## config.mk

```make
export PLATFORM = sky130hd
export DESIGN_NAME = burst_read_seq
export DESIGN_NICKNAME = d
export VERILOG_FILES = /design/src/rtl/brs_pkg.sv /design/src/rtl/brs_datapath.sv /design/src/rtl/brs_ctrl.sv /design/src/rtl/burst_read_seq.sv
export SDC_FILE = /design/constraint.sdc
export NUM_CORES = 1
export LEC_CHECK = 0
export ABC_AREA = 1
export BUFFER_PORTS_ARGS = -buffer_cell sky130_fd_sc_hd__buf_4
export CAP_MARGIN = 15
export CORE_MARGIN = 2
export CORE_UTILIZATION = 58
export CTS_CLUSTER_DIAMETER = 30
export DETAILED_ROUTE_END_ITERATION = 7
export PLACE_DENSITY = 0.92
export SLEW_MARGIN = 5
export SYNTH_ARGS = -nofsm -noshare
export SYNTH_HDL_FRONTEND = slang
export SYNTH_SLANG_ARGS = --single-unit
```

## constraint.sdc

```tcl
create_clock -name clk -period 3.2 [get_ports clk]
set_input_delay 0.16 -clock clk [delete_from_list [all_inputs] [get_ports clk]]
set_output_delay 0.16 -clock clk [all_outputs]
set_load 0.03 [all_outputs]
```

## src/rtl/brs_pkg.sv

```systemverilog
package brs_pkg;

  typedef struct packed {
    logic       pageMode;
    logic [2:0] latCode;
    logic       waitHigh;
    logic       holdTwo;
    logic       waitEarly;
    logic       linearOrder;
    logic       noWrap;
    logic [2:0] lenCode;
    logic [3:0] spare;
  } cfgT;

  typedef struct packed {
    logic capture;
    logic step;
    logic show;
  } strobeT;

  typedef enum logic [1:0] {S_IDLE, S_LAT, S_DATA, S_STALL} stateT;

  function automatic cfgT unpackCfg(input logic [15:0] w);
    cfgT c;
    c.pageMode    = w[15];
    c.latCode     = w[13:11];
    c.waitHigh    = w[10];
    c.holdTwo     = w[9];
    c.waitEarly   = w[8];
    c.linearOrder = w[7];
    c.noWrap      = w[3];
    c.lenCode     = w[2:0];
    c.spare       = {w[14], w[6:4]};
    return c;
  endfunction

  function automatic logic cfgBad(input cfgT c);
    logic latBad, lenBad;
    latBad = (c.latCode < 3'd2) || (c.latCode > 3'd5);
    lenBad = !((c.lenCode == 3'b001) || (c.lenCode == 3'b010) || (c.lenCode == 3'b111));
    return latBad || lenBad || (c.spare != 4'd0);
  endfunction

endpackage

```

## src/rtl/brs_datapath.sv

```systemverilog
module brs_datapath
  import brs_pkg::*;
#(
  parameter int AW = 8,
  parameter int DW = 16,
  parameter logic [DW-1:0] SEED = 16'hC3A5,
  parameter int ROW_WORDS = 16
) (
  input  logic          clk,
  input  logic          rstN,
  input  strobeT        stb,
  input  logic [AW-1:0] addrIn,
  input  logic          noWrap,
  input  logic          linearOrder,
  input  logic [2:0]    lenCode,
  output logic [DW-1:0] dataOut,
  output logic          crossNext,
  output logic          lastWord
);
  localparam int ROW_BITS = $clog2(ROW_WORDS);

  logic [AW-1:0] startAddr, idx;
  logic [AW-1:0] blockMask, curAddr, nextAddr, selAddr;
  logic          contMode, runMode;

  function automatic logic [AW-1:0] addrOf(input logic [AW-1:0] s, input logic [AW-1:0] k,
                                           input logic run, input logic lin,
                                           input logic [AW-1:0] m);
    if (run) return s + k;
    if (!lin) return (s & ~m) | ((s ^ k) & m);
    return (s & ~m) | ((s + k) & m);
  endfunction

  always_comb begin
    contMode  = (lenCode == 3'b111);
    runMode   = noWrap || contMode;
    blockMask = (lenCode == 3'b001) ? AW'(3) : AW'(7);
    curAddr   = addrOf(startAddr, idx, runMode, linearOrder, blockMask);
    nextAddr  = addrOf(startAddr, idx + AW'(1), runMode, linearOrder, blockMask);
    crossNext = runMode && (nextAddr[ROW_BITS-1:0] == '0);
    lastWord  = !contMode && (idx == blockMask);
    selAddr   = stb.step ? nextAddr : curAddr;
  end

  always_ff @(posedge clk or negedge rstN) begin
    if (!rstN) begin
      startAddr <= '0;
      idx       <= '0;
      dataOut   <= '0;
    end else begin
      if (stb.capture) begin
        startAddr <= addrIn;
        idx       <= '0;
      end else if (stb.step) begin
        idx <= idx + AW'(1);
      end
      if (stb.show) dataOut <= DW'(selAddr) ^ SEED;
    end
  end

  // Word address stays inside its block when wrapping finite bursts
  AST_WRAP_STAYS_IN_BLOCK: assert property (@(posedge clk) disable iff (!rstN)
    (stb.show && !runMode) |=> ((dataOut ^ SEED) & DW'(~blockMask)) == DW'(startAddr & ~blockMask));
endmodule

```

## src/rtl/brs_ctrl.sv

```systemverilog
module brs_ctrl
  import brs_pkg::*;
#(
  parameter logic [15:0] CFG_RESET = 16'h9081,
  parameter int CW = 4
) (
  input  logic        clk,
  input  logic        rstN,
  input  logic        cfgWe,
  input  logic [15:0] cfgIn,
  input  logic        chipEn,
  input  logic        addrValid,
  input  logic        crossNext,
  input  logic        lastWord,
  output strobeT      stb,
  output logic        noWrap,
  output logic        linearOrder,
  output logic [2:0]  lenCode,
  output logic        holdTwo,
  output logic        dataValid,
  output logic        waitOut,
  output logic        cfgErr
);
  cfgT           cfg;
  stateT         state, stateNxt;
  logic [CW-1:0] cnt, cntNxt;
  logic          holdLeft, holdNxt, waitAct;

  always_comb begin
    cfgErr      = cfgBad(cfg);
    noWrap      = cfg.noWrap;
    linearOrder = cfg.linearOrder;
    lenCode     = cfg.lenCode;
    holdTwo     = cfg.holdTwo;
  end

  always_comb begin
    stateNxt = state;
    cntNxt   = cnt;
    holdNxt  = holdLeft;
    stb      = '0;
    if (cfgWe || !chipEn) begin
      stateNxt = S_IDLE;
    end else if (addrValid && !cfg.pageMode && !cfgErr) begin
      stateNxt    = S_LAT;
      stb.capture = 1'b1;
      cntNxt      = CW'(cfg.latCode) + CW'(2);
    end else begin
      unique case (state)
        S_LAT: begin
          if (cnt == CW'(1)) begin
            stateNxt = S_DATA;
            stb.show = 1'b1;
            holdNxt  = cfg.holdTwo;
          end else begin
            cntNxt = cnt - CW'(1);
          end
        end
        S_DATA: begin
          if (holdLeft) begin
            holdNxt = 1'b0;
          end else if (lastWord) begin
            stateNxt = S_IDLE;
          end else if (crossNext) begin
            stateNxt = S_STALL;
            stb.step = 1'b1;
          end else begin
            stb.step = 1'b1;
            stb.show = 1'b1;
            holdNxt  = cfg.holdTwo;
          end
        end
        S_STALL: begin
          stateNxt = S_DATA;
          stb.show = 1'b1;
          holdNxt  = cfg.holdTwo;
        end
        default: ;
      endcase
    end
  end

  always_ff @(posedge clk or negedge rstN) begin
    if (!rstN) begin
      cfg      <= unpackCfg(CFG_RESET);
      state    <= S_IDLE;
      cnt      <= '0;
      holdLeft <= 1'b0;
    end else begin
      if (cfgWe) cfg <= unpackCfg(cfgIn);
      state    <= stateNxt;
      cnt      <= cntNxt;
      holdLeft <= holdNxt;
    end
  end

  always_comb begin
    dataValid = (state == S_DATA);
    waitAct   = cfg.waitEarly ? ((state == S_DATA) && !holdLeft && crossNext && !lastWord)
                              : (state == S_STALL);
    waitOut   = cfg.waitHigh ? waitAct : !waitAct;
  end

  AST_CE_ENDS_BURST: assert property (@(posedge clk) disable iff (!rstN)
    (!chipEn || cfgWe) |=> !dataValid);
  AST_NO_DATA_ON_ERR: assert property (@(posedge clk) disable iff (!rstN)
    cfgErr |-> !dataValid);
  AST_STALL_ONE_CYCLE: assert property (@(posedge clk) disable iff (!rstN)
    (state == S_STALL) |=> (state != S_STALL));
  AST_FIRST_WORD_AFTER_LAT: assert property (@(posedge clk) disable iff (!rstN)
    (state == S_LAT && cnt > CW'(1) && chipEn && !cfgWe && !addrValid) |=> !dataValid);
endmodule

```

## src/rtl/burst_read_seq.sv

```systemverilog
module burst_read_seq
  import brs_pkg::*;
#(
  parameter int AW = 8,
  parameter int DW = 16,
  parameter logic [DW-1:0] SEED = 16'hC3A5,
  parameter logic [15:0] CFG_RESET = 16'h9081
) (
  input  logic          clk,
  input  logic          rstN,
  input  logic          cfgWe,
  input  logic [15:0]   cfgIn,
  input  logic          chipEn,
  input  logic          addrValid,
  input  logic [AW-1:0] addrIn,
  output logic [DW-1:0] dataOut,
  output logic          dataValid,
  output logic          waitOut,
  output logic          cfgErr
);
  strobeT     stb;
  logic       noWrap, linearOrder, holdTwo, crossNext, lastWord;
  logic [2:0] lenCode;

  brs_ctrl #(.CFG_RESET(CFG_RESET)) u_ctrl (
    .clk, .rstN, .cfgWe, .cfgIn, .chipEn, .addrValid,
    .crossNext, .lastWord, .stb, .noWrap, .linearOrder, .lenCode,
    .holdTwo, .dataValid, .waitOut, .cfgErr
  );

  brs_datapath #(.AW(AW), .DW(DW), .SEED(SEED)) u_dp (
    .clk, .rstN, .stb, .addrIn, .noWrap, .linearOrder, .lenCode,
    .dataOut, .crossNext, .lastWord
  );

  AST_HOLD_TWO_CLOCKS: assert property (@(posedge clk) disable iff (!rstN)
    ($rose(dataValid) && holdTwo && chipEn && !cfgWe && !addrValid)
      |=> (dataValid && $stable(dataOut)));
endmodule

```

==> results.tsv, run 1 <==
metric	value	unit
Final Hold Fails	0	
Post-Route WL	7480	µm
crit path time final	2.88	ns
clk buf depth	2	
HPWL Detailed	5820	µm
Starting DRT DRC Count	241	
RSZ-0062 raised after global routing	no	
WL per Instance	13.5	µm
Power per Cell Area	670	nW/µm²
Setup WS pre-CTS	0.581	ns
Synth-to-Final Area Change	13.0	%
Yosys cell types	41	
Post-Syn Instances	443	
FFs w/ async S/R, synth	1.00	
worst slew pin tran	0.593	ns
Synth top cells by count	nand2_1 (132), inv_1 (52), dfrtp_1 (44), o21ai_0 (33), nand3_1 (30)	
largest net degree at the start of global routing	49	
cell area after synthesis	3400	µm²
Ys Warns	0	
CP Capture Type	output pin	
Post-synth EDFFs	0	
final global-route overflow total	0	
drc violations	0	
max-slew violations	0	
initial antenna violation count	0	
clock sinks	48	
Synth Flop Type	dfrtp_1	
register area share after synthesis	0.355	
vias per inst	5.44	
Total GRT Usage	0.259	
setup TNS	0	ns
chip height	80.6	µm
drt first pass iters	4	
startpoint types	flop	
CTS tree	done	
vias in the first global route	3079	
crit path max fanout	4	
skew final	0.00367	ns
Routed Antenna Nets	0	
share of cells above drive strength 1	0.205	
GP Congestion	0.953	
die width	80.6	µm
Avg Inst Size Synth	7.67	µm²
core area	5570	µm²
die area	6490	µm²
Slew HR	0.605	
CTS buffer count	5	
first-pass GRT wire length	13200	µm
synth top area cells	dfrtp_1 (32%), nand2_1 (15%), ha_1 (7.0%)	
via count	3025	
buffers added on ports	43	
fin nets	533	
Synth top area share	0.324	
worst vdd ir	363	µV
Worst EP arrival	2.72	ns
Required @ worst endpoint	3.04	ns
Starting Density	0.610	
final critical-path setup slack	0.315	ns
CTS clk-pin slew, worst paths	0.08	ns
Clock H-tree levels	2	
top-count cell post-synth	nand2_1	
Ports	48	
f_max	347	MHz
Cell Rows	27	
Synth area leader	dfrtp_1	
final cycle utilization of the critical path	0.901	
FF+latch count, synth	48	
final setup vio count	0	
status	finished, final reports clean	
worst-skew pair later-pin latency	0.30	ns
HP Class	input pin to flop	
critical setup path kind	flop to output pin	
P_leak	2.13	nW
max capacitance violation total	0	
Clock Tree Root	clkbuf_8	
# diodes	0	
## layout make-up
type / count / area [µm²]
inverters: 63 / 240
fillers: 440 / 1730
multi-input cells: 321 / 1870
clock buffers: 6 / 72.6
repair buffers: 44 / 333
well taps: 72 / 90.1
flip-flops and latches: 48 / 1210
clock inverters: 2 / 35.0
## placed cells by master, fill, tap and decap left out, types with 2 or more instances in the layout
cell	instances
a21oi_1	17
buf_4	43
clkbuf_8	5
clkinv_2	2
conb_1	4
dfrtp_1	44
dfstp_2	4
fa_1	2
ha_1	19
inv_1	52
inv_2	9
mux2_2	4
mux2_4	6
nand2_1	132
nand2_2	5
nand2_4	3
nand3_1	30
nand3_2	5
nand3b_1	2
nand4_1	9
nor2_1	15
nor2_2	2
nor2_4	2
nor3_1	2
o211ai_1	2
o21ai_0	33
o21ai_1	2
o22ai_1	4
or2_2	3
xnor2_1	3
xor2_1	8
## final timing paths
path	start	to	slack (ns)	cells past startpoint
hold / removal	cfgIn[11]	u_ctrl.cfg[12]	0.06	3
setup reg to reg	u_dp.idx[0]	u_dp.dataOut[0]	0.50	12
min in group asynchronous	rstN	u_dp.idx[0]	0.40	2
max in group asynchronous	rstN	u_dp.dataOut[0]	2.40	2
setup / recovery	u_dp.idx[0]	waitOut	0.32	14
hold reg to reg	u_dp.dataOut[5]	u_dp.dataOut[5]	0.49	2
## worst max-delay path, stage by stage (launching register included)
cell	delay (ns)
dfrtp_1	0.41
ha_1	0.26
xor2_1	0.27
ha_1	0.33
a21oi_1	0.22
nand2_1	0.15
nand2_1	0.08
nand3_1	0.10
nand2_1	0.09
inv_1	0.05
nand4_1	0.12
nand2_1	0.06
nand2_1	0.05
nand2_1	0.06
buf_4	0.17
## state kept, by name (all words and copies together), names as in the netlist
register / cells
u_dp.dataOut: 9
u_ctrl.lenCode: 3
u_dp.startAddr: 8
u_ctrl.noWrap: 1
u_ctrl.linearOrder: 1
u_ctrl.cfg: 10
u_ctrl.holdLeft: 1
u_ctrl.holdTwo: 1
u_ctrl.state: 2
u_ctrl.cnt: 4
u_dp.idx: 8
## where the power goes
group / leakage, nW / switching [mW] / internal [mW]
clock network: 0.0552 / 0.197 / 0.232
registers: 0.570 / 0.0916 / 0.712
logic: 1.51 / 0.835 / 0.508
## per-stage QoR
stage	instances	instance area (µm²)	hold WS [ns]	power [mW]	util
6_report	556	3840	0.0605	2.58	0.689
3_5_place_dp	547	3720	0.214	2.13	0.668
2_1_floorplan	446	3410	-0.136	1.83	-
5_1_grt	556	3840	0.0707	2.80	0.689
3_3_place_gp	547	3720	0.211	2.07	0.668
4_1_cts	556	3840	0.0591	2.57	0.689
## routing by layer
metal,wire length [µm],part of all wire,global-route usage,vias up
met5,0,0,0,-
met4,261,0.035,0.129,0
met3,444,0.059,0.0404,23
met2,3650,0.49,0.451,108
met1,3130,0.42,0.308,1397
li1,-,-,-,1497
## cell families (layout without fill, tap and decap cells)
| family | count (synthesis) | after routing | share of synthesized area |
|---|---|---|---|
| xor gates and xnor gates | 11 | 11 | 0.0283 |
| AOI/OAI and AO/OA | 61 | 61 | 0.0975 |
| DFF | 48 | 48 | 0.355 |
| adders and majority gates | 21 | 21 | 0.0817 |
| and+or+nand+nor | 214 | 214 | 0.297 |
| other | 1 | 4 | 0.00110 |
| muxes | 10 | 10 | 0.0397 |
| buffers and inverters | 77 | 115 | 0.0997 |
## what timing repair did
| action | CTS | global route |
|---|---|---|
| gates resized for setup | 0 | 0 |
| setup buffers | 0 | 0 |
| hold endpoints to repair | 44 | 0 |
| hold buffers | 1 | 0 |
Power figures use the tool's default switching activity.
==> inputs of run 2 (changes only) <==
Settings changed: RECOVER_POWER set to 25.
==> run 2 against run 1 <==
  * Clock-buffer cell count unchanged
  * First-iteration DRC count decreased by 0.41%
  * Combinational power about the same
  * Hold slack about the same
  * Critical endpoint unchanged
  * Global-route usage unchanged
  * Sequential share of layout area about the same
  * Critical path depth unchanged
==> results.tsv, run 2 (same netlist as run 1, synthesis figures left out) <==
metric	value	unit	change
Largest register FFs	10		unchanged
fin cells	556		unchanged
largest net degree at the start of global routing	49		unchanged
CP max stage delay	0.41	ns	about the same
R2R setup slack	0.50	ns	about the same
commonest non-fill, non-tap cell in the layout	nand2_1		
Starting Density	0.610		unchanged
sink of the worst hold path	u_ctrl.cfg[12]		
Clock H-tree levels	2		unchanged
placed instance count	547		unchanged
Power per Cell Area	670	nW/µm²	about the same
WL per Instance	13.4	µm	-0.20%
Worst EP arrival	2.72	ns	about the same
largest register by flop count	u_ctrl.cfg		
vias per inst	5.43		-0.17%
Synth-to-Final Area Change	13.0	%	about the same
Ports	48		unchanged
drc violations	0		unchanged
clock sinks	48		unchanged
die width	80.6	µm	unchanged
slowest cell on the critical path	dfrtp_1		
Total GRT Usage	0.259		unchanged
Required @ worst endpoint	3.04	ns	about the same
first-pass GRT wire length	13200	µm	unchanged
Hold Path Depth	3		unchanged
Worst R2R End	u_dp.dataOut[0]		
Crit. Startpoint	u_dp.idx[0]		
status	finished, final reports clean		
RSZ-0062 raised after global routing	no		
worst slew pin tran	1.15	ns	+0.560 ns
register area	1210	µm²	unchanged
chip height	80.6	µm	unchanged
CTS resizes	0		unchanged
Final Hold Fails	0		unchanged
final global-route overflow total	0		unchanged
Hold Crit Start	cfgIn[11]		
P_leak	2.13	nW	about the same
worst-skew pair later-pin latency	0.30	ns	about the same
crit path time final	2.88	ns	-0.00863 ns
final critical-path setup slack	0.324	ns	+0.00863 ns
most frequent cells in the layout	nand2_1 (132), inv_1 (53), dfrtp_1 (44)		
vias in the first global route	3079		unchanged
max capacitance violation total	0		unchanged
startpoint types	flop		
GP Congestion	0.953		unchanged
Filler cells	439		-0.23%
setup TNS	0	ns	unchanged
Post-Route WL	7470	µm	-0.20%
initial antenna violation count	0		unchanged
fin nets	533		unchanged
CTS buffer count	5		unchanged
f_max	348	MHz	+0.30%
HP Class	input pin to flop		
multi-input logic area	1870	µm²	unchanged
Routed Antenna Nets	0		unchanged
critical setup path kind	flop to output pin		
clk buf depth	2		unchanged
Worst path most repeated cell	nand2_1		
buffers added on ports	43		unchanged
worst hold slack	0.0602	ns	-0.000285 ns
die area	6490	µm²	unchanged
critical-path cell list	ha_1 > xor2_1 > ha_1 > a21oi_1 > nand2_1 > nand2_1 > nand3_1 > nand2_1 > inv_1 > nand4_1 > nand2_1 > nand2_1 > nand2_1 > buf_4		
core area	5570	µm²	unchanged
HPWL Detailed	5820	µm	unchanged
CP Capture Type	output pin		
drt first pass iters	5		+1
max-slew violations	0		unchanged
Setup WS pre-CTS	0.581	ns	unchanged
via count	3020		-0.17%
reg-to-reg startpoint	u_dp.idx[0]		
Reg2Reg Depth	12		unchanged
final cycle utilization of the critical path	0.899		-0.00270
worst vdd ir	362	µV	-0.16%
crit path max fanout	4		unchanged
largest registers	u_ctrl.cfg (10), u_dp.dataOut (9)		
# diodes	0		unchanged
Final Power	2.57	mW	-0.12%
share of cells above drive strength 1	0.200		-0.00413
Buf/Inv on CP	2		unchanged
Slew HR	0.231		-0.374
CTS clk-pin slew, worst paths	0.08	ns	about the same
CTS tree	done		
final setup vio count	0		unchanged
Cell Rows	27		unchanged
Starting DRT DRC Count	240		-0.41%
Clock Tree Root	clkbuf_8		
skew final	0.00373	ns	+0.0000612 ns
CP delay by family, top	simple AND/OR/NAND/NOR gates		
## run 2: worst register-to-register path, stage by stage (launching register included)
cell     delay (ns)
dfrtp_1        0.41
ha_1           0.26
xor2_1         0.27
ha_1           0.33
a21oi_1        0.22
nand2_1        0.14
nand2_1        0.08
nand3_1        0.10
nand3_2        0.10
nand3_2        0.10
a21oi_4        0.32
nand3_1        0.19
nand2_1        0.10
## run 2: per-stage QoR
stage | utilization | cell area [µm²]
floorplan | - | 3410
global placement | 0.668 | 3720
detailed placement | 0.668 | 3720
CTS | 0.689 | 3840
global route | 0.689 | 3840
finish | 0.689 | 3840
## run 2: metal layers
metal,vias to the layer above,part of all wire,GRT usage
li1,1497,-,-
met4,0,0.035,0.129
met1,1395,0.42,0.308
met5,-,0,0
met2,104,0.49,0.451
met3,24,0.060,0.0404
## run 2: layout make-up
cell class                 instances  share of cell area
tap                               72              0.0235
timing repair buffer              44              0.0860
inverter                          63              0.0626
clock inverter                     2             0.00912
multi-input combinational        321               0.486
clock buffer                       6              0.0189
sequential                        48               0.314
## run 2: where the power goes
group	total (mW)	switching [mW]	internal (mW)
logic	1.34	0.834	0.507
registers	0.803	0.0912	0.712
clock network	0.429	0.197	0.232
## run 2: timing repair
item / in CTS / in global routing
buffers inserted: 0 / 0
hold buffers: 1 / 0
hold endpoints to repair: 44 / 0
setup endpoints to repair: 0 / 0
## run 2: worst max path at each step
stage,end,slack [ns],cells past startpoint
after global routing,waitOut,0.09,14
after CTS,waitOut,0.34,14
final,waitOut,0.32,14
after floorplan,u_dp.dataOut[7],0.95,20
after detailed placement,u_dp.dataOut[0],0.58,13
after global placement,u_dp.dataOut[2],0.70,13
